<file path="src/rtl/mcq_pkg.sv">
package mcq_pkg;
  localparam int IRQ_N    = 5;
  localparam int IRQ_OVF  = 0;
  localparam int IRQ_UNR  = 1;
  localparam int IRQ_THR  = 2;
  localparam int IRQ_GST  = 3;
  localparam int IRQ_GEND = 4;
  // launch count field inside the first command of a launch
  localparam int CNT_LSB  = 13;
  localparam int CNT_W    = 3;
endpackage

</file>
<file path="src/rtl/mcq_store.sv">
module mcq_store #(
  parameter int CMD_W  = 16,
  parameter int PTR_W  = 6,
  parameter int SIZE_W = 7
) (
  input  logic             clk,
  input  logic             rst_n,
  input  logic             cyc_mode,
  input  logic [SIZE_W-1:0] cyc_size,
  input  logic             push_valid,
  input  logic [CMD_W-1:0] push_data,
  input  logic             pop,
  input  logic             wp_wr,
  input  logic [PTR_W-1:0] wp_wdata,
  output logic [CMD_W-1:0] head_data,
  output logic [PTR_W-1:0] rptr,
  output logic [PTR_W-1:0] wptr,
  output logic [PTR_W-1:0] level,
  output logic             empty,
  output logic             full,
  output logic             push_drop
);
  localparam int AW    = PTR_W - 1;
  localparam int DEPTH = 2 ** AW;

  logic [CMD_W-1:0] mem [DEPTH];
  logic [PTR_W-1:0] eff_size;
  logic             push_ok;

  always_comb begin
    if (cyc_size == '0 || int'(cyc_size) > DEPTH) eff_size = PTR_W'(DEPTH);
    else                                        eff_size = PTR_W'(cyc_size);
  end

  function automatic logic [PTR_W-1:0] step(input logic [PTR_W-1:0] p,
                                            input logic ring,
                                            input logic [PTR_W-1:0] sz);
    if (ring && p == sz - 1'b1) return '0;
    return p + 1'b1;
  endfunction

  assign level     = wptr - rptr;
  assign empty     = !cyc_mode && (level == '0);
  assign full      = !cyc_mode && (level == PTR_W'(DEPTH));
  assign push_ok   = push_valid && !full;
  assign push_drop = push_valid && full;
  assign head_data = mem[rptr[AW-1:0]];

  always_ff @(posedge clk) begin
    if (push_ok) mem[wptr[AW-1:0]] <= push_data;
  end

  always_ff @(posedge clk or negedge rst_n) begin
    if (!rst_n) begin
      wptr <= '0;
      rptr <= '0;
    end else begin
      if (wp_wr && cyc_mode) wptr <= wp_wdata;
      else if (push_ok)      wptr <= step(wptr, cyc_mode, eff_size);
      if (pop)               rptr <= step(rptr, cyc_mode, eff_size);
    end
  end

  // a discarded push leaves the write pointer where it was
  assert_drop_keeps_wptr_R2: assert property (@(posedge clk) disable iff (!rst_n)
    (push_valid && full && !wp_wr) |=> $stable(wptr));

  // pointer load is locked out in plain mode
  assert_wptr_locked_R7: assert property (@(posedge clk) disable iff (!rst_n)
    (!cyc_mode && wp_wr && !push_valid) |=> $stable(wptr));

  // ring read pointer returns to zero after its last slot
  assert_ring_wrap_R6: assert property (@(posedge clk) disable iff (!rst_n)
    (cyc_mode && pop && rptr == eff_size - 1'b1) |=> (rptr == '0));
endmodule

</file>
<file path="src/rtl/mcq_pop_seq.sv">
module mcq_pop_seq
  import mcq_pkg::*;
#(
  parameter int CMD_W = 16
) (
  input  logic             clk,
  input  logic             rst_n,
  input  logic             cyc_mode,
  input  logic             trig,
  input  logic             empty,
  input  logic [CMD_W-1:0] head_data,
  input  logic             cmd_ready,
  output logic             cmd_valid,
  output logic [CMD_W-1:0] cmd_data,
  output logic             pop,
  output logic             underrun
);
  logic             busy;
  logic             first;
  logic [CNT_W-1:0] remain;
  logic [CNT_W-1:0] cnt_now;
  logic             start;

  assign cmd_valid = busy && (cyc_mode || !empty);
  assign cmd_data  = head_data;
  assign pop       = cmd_valid && cmd_ready;
  assign start     = trig && !busy && (cyc_mode || !empty);
  assign underrun  = !cyc_mode && empty && (busy || trig);
  assign cnt_now   = first ? head_data[CNT_LSB +: CNT_W] : remain;

  always_ff @(posedge clk or negedge rst_n) begin
    if (!rst_n) begin
      busy   <= 1'b0;
      first  <= 1'b0;
      remain <= '0;
    end else if (start) begin
      busy  <= 1'b1;
      first <= 1'b1;
    end else if (busy) begin
      if (!cyc_mode && empty) begin
        busy <= 1'b0;
      end else if (pop) begin
        first <= 1'b0;
        if (cnt_now == '0) busy <= 1'b0;
        else               remain <= cnt_now - 1'b1;
      end
    end
  end

  // a stalled command is held steady in plain mode
  assert_stall_hold_R12: assert property (@(posedge clk) disable iff (!rst_n)
    (cmd_valid && !cmd_ready && !cyc_mode) |=>
      (cyc_mode || (cmd_valid && $stable(cmd_data))));
endmodule

</file>
<file path="src/rtl/mcq_irq_bank.sv">
module mcq_irq_bank #(
  parameter int N = 5
) (
  input  logic         clk,
  input  logic         rst_n,
  input  logic [N-1:0] set,
  input  logic [N-1:0] clr,
  output logic [N-1:0] status
);
  for (genvar i = 0; i < N; i++) begin : g_bit
    logic bit_q;
    always_ff @(posedge clk or negedge rst_n) begin
      if (!rst_n)      bit_q <= 1'b0;
      else if (set[i]) bit_q <= 1'b1;
      else if (clr[i]) bit_q <= 1'b0;
    end
    assign status[i] = bit_q;

    // sticky until cleared, set beats clear
    assert_sticky_R10: assert property (@(posedge clk) disable iff (!rst_n)
      (status[i] && !clr[i]) |=> status[i]);
    assert_clear_R10: assert property (@(posedge clk) disable iff (!rst_n)
      (clr[i] && !set[i]) |=> !status[i]);
    assert_set_wins_R10: assert property (@(posedge clk) disable iff (!rst_n)
      set[i] |=> status[i]);
  end
endmodule

</file>
<file path="src/rtl/motor_cmd_queue.sv">
module motor_cmd_queue
  import mcq_pkg::*;
#(
  parameter int CMD_W  = 16,
  parameter int PTR_W  = 6,
  parameter int SIZE_W = 7,
  parameter int NGEN   = 5
) (
  input  logic              clk,
  input  logic              rst_n,
  input  logic              cyc_mode,
  input  logic [SIZE_W-1:0] cyc_size,
  input  logic              push_valid,
  output logic              push_ready,
  input  logic [CMD_W-1:0]  push_data,
  output logic              cmd_valid,
  input  logic              cmd_ready,
  output logic [CMD_W-1:0]  cmd_data,
  input  logic              sw_pop,
  input  logic              lp_tick,
  input  logic              lp_trig_en,
  input  logic              rtc_evt,
  input  logic              rtc_trig_en,
  input  logic              wp_wr,
  input  logic [PTR_W-1:0]  wp_wdata,
  output logic [PTR_W-1:0]  rd_ptr,
  output logic [PTR_W-1:0]  wr_ptr,
  input  logic [PTR_W-1:0]  thr_level,
  input  logic [IRQ_N-1:0]  irq_en,
  input  logic [NGEN-1:0]   gen_start,
  input  logic [NGEN-1:0]   gen_end,
  input  logic [NGEN-1:0]   gen_start_msk,
  input  logic [NGEN-1:0]   gen_end_msk,
  input  logic [IRQ_N-1:0]  irq_clr,
  output logic [IRQ_N-1:0]  irq_status,
  output logic              irq
);
  logic [CMD_W-1:0] head_data;
  logic [PTR_W-1:0] level;
  logic             empty, full, push_drop, pop, underrun, trig;
  logic [IRQ_N-1:0] irq_set;

  assign trig       = sw_pop || (lp_tick && lp_trig_en) || (rtc_evt && rtc_trig_en);
  assign push_ready = !full;

  mcq_store #(.CMD_W(CMD_W), .PTR_W(PTR_W), .SIZE_W(SIZE_W)) u_store (
    .clk(clk), .rst_n(rst_n), .cyc_mode(cyc_mode), .cyc_size(cyc_size),
    .push_valid(push_valid), .push_data(push_data), .pop(pop),
    .wp_wr(wp_wr), .wp_wdata(wp_wdata), .head_data(head_data),
    .rptr(rd_ptr), .wptr(wr_ptr), .level(level), .empty(empty),
    .full(full), .push_drop(push_drop)
  );

  mcq_pop_seq #(.CMD_W(CMD_W)) u_seq (
    .clk(clk), .rst_n(rst_n), .cyc_mode(cyc_mode), .trig(trig),
    .empty(empty), .head_data(head_data), .cmd_ready(cmd_ready),
    .cmd_valid(cmd_valid), .cmd_data(cmd_data), .pop(pop), .underrun(underrun)
  );

  always_comb begin
    irq_set           = '0;
    irq_set[IRQ_OVF]  = irq_en[IRQ_OVF]  && push_drop;
    irq_set[IRQ_UNR]  = irq_en[IRQ_UNR]  && underrun;
    irq_set[IRQ_THR]  = irq_en[IRQ_THR]  && (level <= thr_level);
    irq_set[IRQ_GST]  = irq_en[IRQ_GST]  && |(gen_start & gen_start_msk);
    irq_set[IRQ_GEND] = irq_en[IRQ_GEND] && |(gen_end & gen_end_msk);
  end

  mcq_irq_bank #(.N(IRQ_N)) u_irq (
    .clk(clk), .rst_n(rst_n), .set(irq_set), .clr(irq_clr), .status(irq_status)
  );

  assign irq = |irq_status;

  // an empty plain-mode launch never offers a command
  assert_empty_launch_R3: assert property (@(posedge clk) disable iff (!rst_n)
    (!cyc_mode && empty && trig && !cmd_valid && !push_valid) |=> !cmd_valid);
endmodule

</file>
<file path="config.mk">
export PLATFORM = sky130hd
export DESIGN_NAME = motor_cmd_queue
export DESIGN_NICKNAME = d
export VERILOG_FILES = /design/src/rtl/mcq_pkg.sv /design/src/rtl/mcq_store.sv /design/src/rtl/mcq_pop_seq.sv /design/src/rtl/mcq_irq_bank.sv /design/src/rtl/motor_cmd_queue.sv
export SDC_FILE = /design/constraint.sdc
export NUM_CORES = 1
export LEC_CHECK = 0
export ABC_AREA = 1
export ABC_CLOCK_PERIOD_IN_PS = 10400
export BUFFER_PORTS_ARGS = -buffer_cell sky130_fd_sc_hd__buf_2
export CORE_MARGIN = 10
export CORE_UTILIZATION = 64
export DETAILED_ROUTE_END_ITERATION = 8
export GPL_TIMING_DRIVEN = 0
export PLACE_DENSITY_LB_ADDON = 0.2
export SYNTH_ARGS = -nofsm -noshare
export SYNTH_HDL_FRONTEND = slang
export SYNTH_SLANG_ARGS = --single-unit
</file>
<file path="constraint.sdc">
create_clock -name clk -period 10.4 [get_ports clk]
set_input_delay 0 -clock clk [delete_from_list [all_inputs] [get_ports clk]]
set_output_delay 0 -clock clk [all_outputs]
set_load 0.01 [all_outputs]
</file>
==> summary.txt, run 1 <==
Job
  – Maxcap violations: 0

Floorplanning
  – Die extent in y: 207 um
  – Row Count: ~70
  – Core footprint: ~34000 um^2
  – I/O pins: about 110
  – Initial Util: about two thirds
  – DIE WIDTH: between 200 and 250 um
  – Die area: 42800 um^2

Finish
  – Layout area overhead: 17.1%
  – Most frequent cells in the layout: edfxtp_1 (512), nor2_1 (284), o21ai_0 (258)
  – Final instance area: 26200 um^2
  – Reg area: ~16000 um^2
  – Number of diodes: 0
  – Non-Filler Instances: 2538
  – Layout cells sized above 1: 16.1%
  – Final #Nets: between 2000 and 2500
  – Core Util, Final: between 70% and 80%
  – Area taken by multi-input logic gates: around 5600 um^2
  – Fill cells: between 2000 and 2500
  – Commonest non-fill, non-tap cell in the layout: edfxtp_1

Synth
  – Post-synth EDFFs: approximately 510
  – Sequential fraction of the synthesis area: between 70% and 80%
  – Gate Count Post-Synth: 1805
  – Syn nets: ~1900
  – Netlist Area Pre-Place: between 20000 and 25000 um^2
  – Mapped Avg Cell Area: around 12 um^2
  – Post-synthesis register bit count: 534
  – Netlist cell types: 47
  – Post-synth top flop: edfxtp_1
  – Post-synth ARST share: about 4.1%
  – Synth warn: 0

Setup path
  – Startpoint Class: flop
  – R2R cell count: 17
  – Reg2Reg Launch Point: u_store.rptr[4]$_DFFE_PN0P_
  – Setup Crit Path Kind: flop to flop
  – CP required: 10.67 ns
  – Reg-to-reg endpoint: u_store.mem[6][10]$_DFFE_PP_
  – Crit. End Element: flop
  – Crit-path max FO: 10
  – Reg2reg setup slack: 5.31 ns
  – Worst EP arrival: between 5 and 6 ns

Power and ir drop
  – Leakage: 9.21 nW
  – Total power: 7.09 mW
  – Pwr/cell area: 271 nW/um^2
  – Worst VDD drop: between 0.2 and 0.3 mV

Detailed routing
  – Met2 wire len: slightly above 30000 um
  – Detailed-router iteration count before antenna repair: 6
  – Vias/cell: around 6.6
  – Wire length per cell: 27.3 um
  – Post-route ant nets: 0
  – First DRT Iteration DRCs: between 2000 and 3000
  – DR DRC count: 0
  – Via count: 16700
  – DRT met1 WL: between 20000 and 25000 um
  – Routed wl met3: ~10000 um
  – Max Used Layer: met5
  – Final WL: between 60000 and 70000 um

Clock tree
  – TritonCTS clock tree: done
  – Total clock sinks: between 500 and 600
  – H-tree depth: 2
  – CTS Buffer Depth: 3
  – Root Buffer: clkbuf_16
  – Clock latency on the worst-skew pair: 0.58 ns
  – CTS Buf Count: slightly above 50
  – Clock-pin slew on the worst setup and hold paths: about 0.06 ns
  – Post-cts resize count: 0

GRT
  – Number of global-route vias before repair: roughly 16000
  – Antenna violations before repair: 2
  – All-Layer GR Usage: ~32%
  – Largest net degree at the start of global routing: 33
  – Global-route wire length before repair: a little over 100000 um
  – GRT overflow: 0

STA
  – Fmax: between 150 and 200 MHz
  – Final worst slack: ~5.3 ns
  – Minimum clock period: about 5.1 ns
  – Fin crit share: 49.0%
  – Worst Hold Slack: between 0.01 and 0.015 ns
  – RSZ-0062 raised after global routing: false
  – Clk_skew: approximately 0.018 ns
  – Setup violations, final: 0
  – Hold Vio Cnt, Final: 0
  – Slew Limit Headroom: between 20% and 30%
  – Final Slew Violations: 0
  – Worst-Margin Slew: ~1.1 ns
  – Setup TNS: 0 ns

Min path
  – Hold endpoint: u_store.mem[29][7]$_DFFE_PP_
  – Min-Delay Startpoint: push_data[7]
  – Cells on Worst Hold Path: 1
  – Worst min path class: input pin to flop

Placed design
  – Dpl hpwl: around 45000 um
  – Post-Place Worst Slack: between 5 and 6 ns
  – Placed Cells: 2401
  – GPL Wtd Cong: 0.955
  – PortBufs: ~110
  – DP Area: roughly 24000 um^2

Run status
  – Outcome: completed
==> critical path, cell delays in order (launching register included) <==
cell,delay [ns]
dfrtp_1,0.39
buf_2,0.23
inv_1,0.17
clkbuf_1,0.66
clkbuf_1,0.73
ha_1,0.40
nand2_1,0.09
inv_1,0.05
o21ai_1,0.10
nand4_1,0.11
nand2_1,0.15
inv_1,0.09
nand2_2,0.10
nand2_2,0.09
inv_2,0.08
nand2_1,0.33
nor2_2,0.76
buf_8,0.25
==> power breakdown <==
part | switching (mW) | total, mW | internal, mW
clock | 0.765 | 1.74 | 0.975
sequential | 0.0568 | 2.52 | 2.46
combinational | 1.99 | 2.83 | 0.840
total | 2.81 | 7.09 | 4.28
==> worst max path at each step <==
stage               slack (ns)                      endpoint                         from  cells after the start
floorplan                 6.87  u_store.mem[11][0]$_DFFE_PP_  u_store.rptr[4]$_DFFE_PN0P_                     16
global placement          4.84   u_store.mem[0][0]$_DFFE_PP_  u_store.rptr[4]$_DFFE_PN0P_                     16
detailed placement        5.58   u_store.mem[6][0]$_DFFE_PP_  u_store.rptr[4]$_DFFE_PN0P_                     17
CTS                       5.57   u_store.mem[6][6]$_DFFE_PP_  u_store.rptr[4]$_DFFE_PN0P_                     17
global route              5.21   u_store.wptr[3]$_DFFE_PN0P_  u_store.rptr[4]$_DFFE_PN0P_                     20
finish                    5.31  u_store.mem[6][10]$_DFFE_PP_  u_store.rptr[4]$_DFFE_PN0P_                     17
==> final cells by class <==
class                   count  share of cell area [%]
flip-flops and latches    534                    60.9
multi-input cells        1085                    21.3
well taps                 455                    2.18
repair buffers            185                    6.27
inverters                  72                    1.05
clock buffers              65                    5.08
clock inverters            28                   0.799
plain buffers             114                    2.44
==> kinds of logic after synthesis <==
| logic type | Yosys count | synth area share (%) |
|---|---|---|
| AOI/OAI and AO/OA | 439 | 11.6 |
| xor gates and xnor gates | 12 | 0.471 |
| adders and majority gates | 20 | 1.15 |
| buffers and inverters | 186 | 4.09 |
| DFF | 534 | 71.3 |
| and+or+nand+nor | 614 | 11.4 |
==> sequential cells by signal (all words and copies together), names as in the netlist <==
| name | cells |
|---|---|
| u_seq.first | 1 |
| u_irq.g_bit.bit_q | 5 |
| u_store.mem | 512 |
| u_store.rptr | 6 |
| u_store.wptr | 6 |
| u_seq.remain | 3 |
| u_seq.busy | 1 |
==> synthesized netlist by cell type (3+ instances only) <==
cell,number,area (um^2)
o21ai_0,258,1290
o211ai_1,13,97.6
nor2_2,5,31.3
a21oi_1,7,35.0
a22o_1,4,35.0
edfxtp_1,512,15400
clkbuf_2,3,15.0
nand2_1,172,646
ha_1,19,238
o221ai_1,42,368
o21ai_1,22,110
nand2_2,4,25.0
nor3_1,3,15.0
clkbuf_1,47,176
buf_6,16,180
dfrtp_1,22,551
nor2_1,316,1190
buf_1,3,11.3
inv_1,63,236
nand3b_1,4,30.0
buf_2,33,165
inv_2,4,15.0
o22ai_1,77,482
buf_4,12,90.1
nand3_1,84,420
clkinv_1,3,11.3
xor2_1,10,87.6
nand4_1,18,113
o211ai_2,6,75.1
==> repair_timing <==
action / CTS / global route
setup buffers: 0 / 0
endpoints found under the hold margin: 228 / 0
hold buffers: 44 / 0
==> routing by layer <==
| metal | vias to the layer above | track usage [%] |
|---|---|---|
| met2 | 1396 | 49.7 |
| met4 | 2 | 17.3 |
| met3 | 279 | 8.74 |
| met1 | 7951 | 41.5 |
| met5 | - | 0 |
| li1 | 7078 | - |
Note: power is estimated with default switching activity, not from simulation.
==> run 2, diff against run 1 <==
- ABC_CLOCK_PERIOD_IN_PS: 10400 -> 4400
- CORE_UTILIZATION: 64 -> 55
- clock period: 10.4 -> 4.4 ns (I/O delays scaled with it)
==> summary.txt, run 2 (synthesized netlist as in run 1, its figures left out) <==
Run status
  – Outcome: finished with violations
  – Failing checks: setup timing

Setup path
  – Reg2Reg Launch Point: u_store.rptr[2]$_DFFE_PN0P_
  – Startpoint Class: flop
  – Worst EP arrival: between 4 and 5 ns
  – R2R cell count: 16
  – Crit. End Element: flop
  – CP required: 4.67 ns
  – Crit-path max FO: 10
  – Setup Crit Path Kind: flop to flop
  – Crit path launch: u_store.rptr[2]$_DFFE_PN0P_

STA
  – Final worst slack: -0.00828 ns
  – Worst-Margin Slew: a little over 1 ns
  – Worst Hold Slack: roughly 0.015 ns
  – RSZ-0062 raised after global routing: true
  – Clk_skew: between 0.01 and 0.015 ns
  – Hold Vio Cnt, Final: 0
  – Fmax: between 200 and 250 MHz
  – Fin crit share: 100%
  – Slew Limit Headroom: between 30% and 40%
  – Final Slew Violations: 0
  – Setup violations, final: 12
  – Minimum clock period: ~4.4 ns
  – Setup TNS: -0.0532 ns

Detailed routing
  – Vias/cell: 6.34
  – Wire length per cell: about 27 um
  – Via count: 16600
  – Final WL: between 70000 and 80000 um
  – First DRT Iteration DRCs: approximately 2700
  – Detailed-router iteration count before antenna repair: 8
  – DR DRC count: 0
  – Post-route ant nets: 0

GRT
  – GRT overflow: 0
  – M3 GR Usage: under 10%
  – GRT met2 Usage: around 42%
  – Largest net degree at the start of global routing: 33
  – Global-route wire length before repair: 102000 um
  – Met1 Use GR: between 30% and 40%
  – All-Layer GR Usage: 27.3%
  – Number of global-route vias before repair: roughly 16000
  – Antenna violations before repair: 1
  – GR peak layer: met2

Floorplanning
  – I/O pins: 112
  – Initial Util: between 50 and 60%
  – Core footprint: 39900 um^2
  – Row Count: 73
  – Die extent in y: roughly 220 um
  – DIE WIDTH: between 200 and 250 um
  – Die area: 49100 um^2

Placed design
  – GPL Wtd Cong: 0.929
  – Placed Cells: 2471
  – Dpl hpwl: ~46000 um
  – Post-Place Worst Slack: -0.426 ns
  – PortBufs: 109
  – DP Area: 24200 um^2

Min path
  – Cells on Worst Hold Path: 1
  – Min-Delay Startpoint: push_data[11]
  – Worst min path class: input pin to flop

Clock tree
  – CTS Buffer Depth: 3
  – Root Buffer: clkbuf_16
  – Clock-pin slew on the worst setup and hold paths: 0.06 ns
  – TritonCTS clock tree: done
  – CTS Buf Count: 53
  – Total clock sinks: between 500 and 600
  – Clock latency on the worst-skew pair: about 0.58 ns
  – H-tree depth: 2

Finish
  – Final #Nets: 2153
  – Core Util, Final: 66.6%
  – Final instance area: around 27000 um^2
  – Non-Filler Instances: about 2600
  – Reg area: 15900 um^2
  – Layout area overhead: 19.0%
  – Most frequent cells in the layout: edfxtp_1 (512), nor2_1 (284), o21ai_0 (258)
  – Max reg flops: about 510
  – Layout cells sized above 1: between 15 and 20%
  – Fill cells: 2776
  – Area taken by multi-input logic gates: approximately 5700 um^2
  – Commonest non-fill, non-tap cell in the layout: edfxtp_1

Job
  – Maxcap violations: 0

Power and ir drop
  – Total power: 17.1 mW
  – Pwr/cell area: ~640 nW/um^2
  – Leakage: 9.34 nW
  – Worst VDD drop: ~0.38 mV
==> run 2: timing repair <==
item | CTS | global route
hold buffers | 38 | 0
setup buffers | 0 | 20
endpoints found under the hold margin | 148 | 0
cloned | 0 | 0
pin swaps | 0 | 9
endpoints found under the setup margin | 498 | 395
gates resized for setup | 11 | 25
==> run 2: critical path: stages (launching register included) <==
cell and delay [ns]:
dfrtp_1 0.37, buf_2 0.29, clkinvlp_4 0.34, clkbuf_2 0.43, ha_1 0.49, nand2_1 0.10
inv_1 0.04, o21ai_1 0.16, nand4_1 0.11, nand2_1 0.15, inv_1 0.09, nand2_2 0.09
nand2_2 0.11, inv_2 0.09, nand2_1 0.47, nor2_4 0.53, buf_8 0.22
==> run 2: area by class of cell <==
type                       count  share of cell area, %
clock buffer                  66                   5.17
tap                          525                   2.47
timing repair buffer         199                   6.45
clock inverter                28                  0.988
multi-input combinational   1085                   21.5
buffer                       112                   2.39
sequential                   534                   59.9
inverter                      72                   1.06
antenna                        2                 0.0188
==> run 2: per-layer routing <==
layer	vias up	wire length, um
met5	-	0
met4	0	3680
met3	209	8440
met2	1260	32100
met1	8051	26400
li1	7117	-
==> run 2: power by group <==
group | switching (mW) | internal, mW
clock network | 1.89 | 2.50
logic | 4.77 | 2.00
registers | 0.128 | 5.82
==> run 2: worst paths after layout <==
kind,end,slack [ns]
worst max-delay path,u_store.mem[6][8]$_DFFE_PP_,-0.008
worst min-delay path,u_store.mem[20][11]$_DFFE_PP_,0.01
worst max register to register,u_store.mem[6][8]$_DFFE_PP_,-0.008
worst min register to register,u_seq.remain[1]$_DFFE_PN0P_,0.50
max in group asynchronous,u_irq.g_bit[4].bit_q$_DFFE_PN0P_,3.12
min in group asynchronous,u_irq.g_bit[0].bit_q$_DFFE_PN0P_,0.66
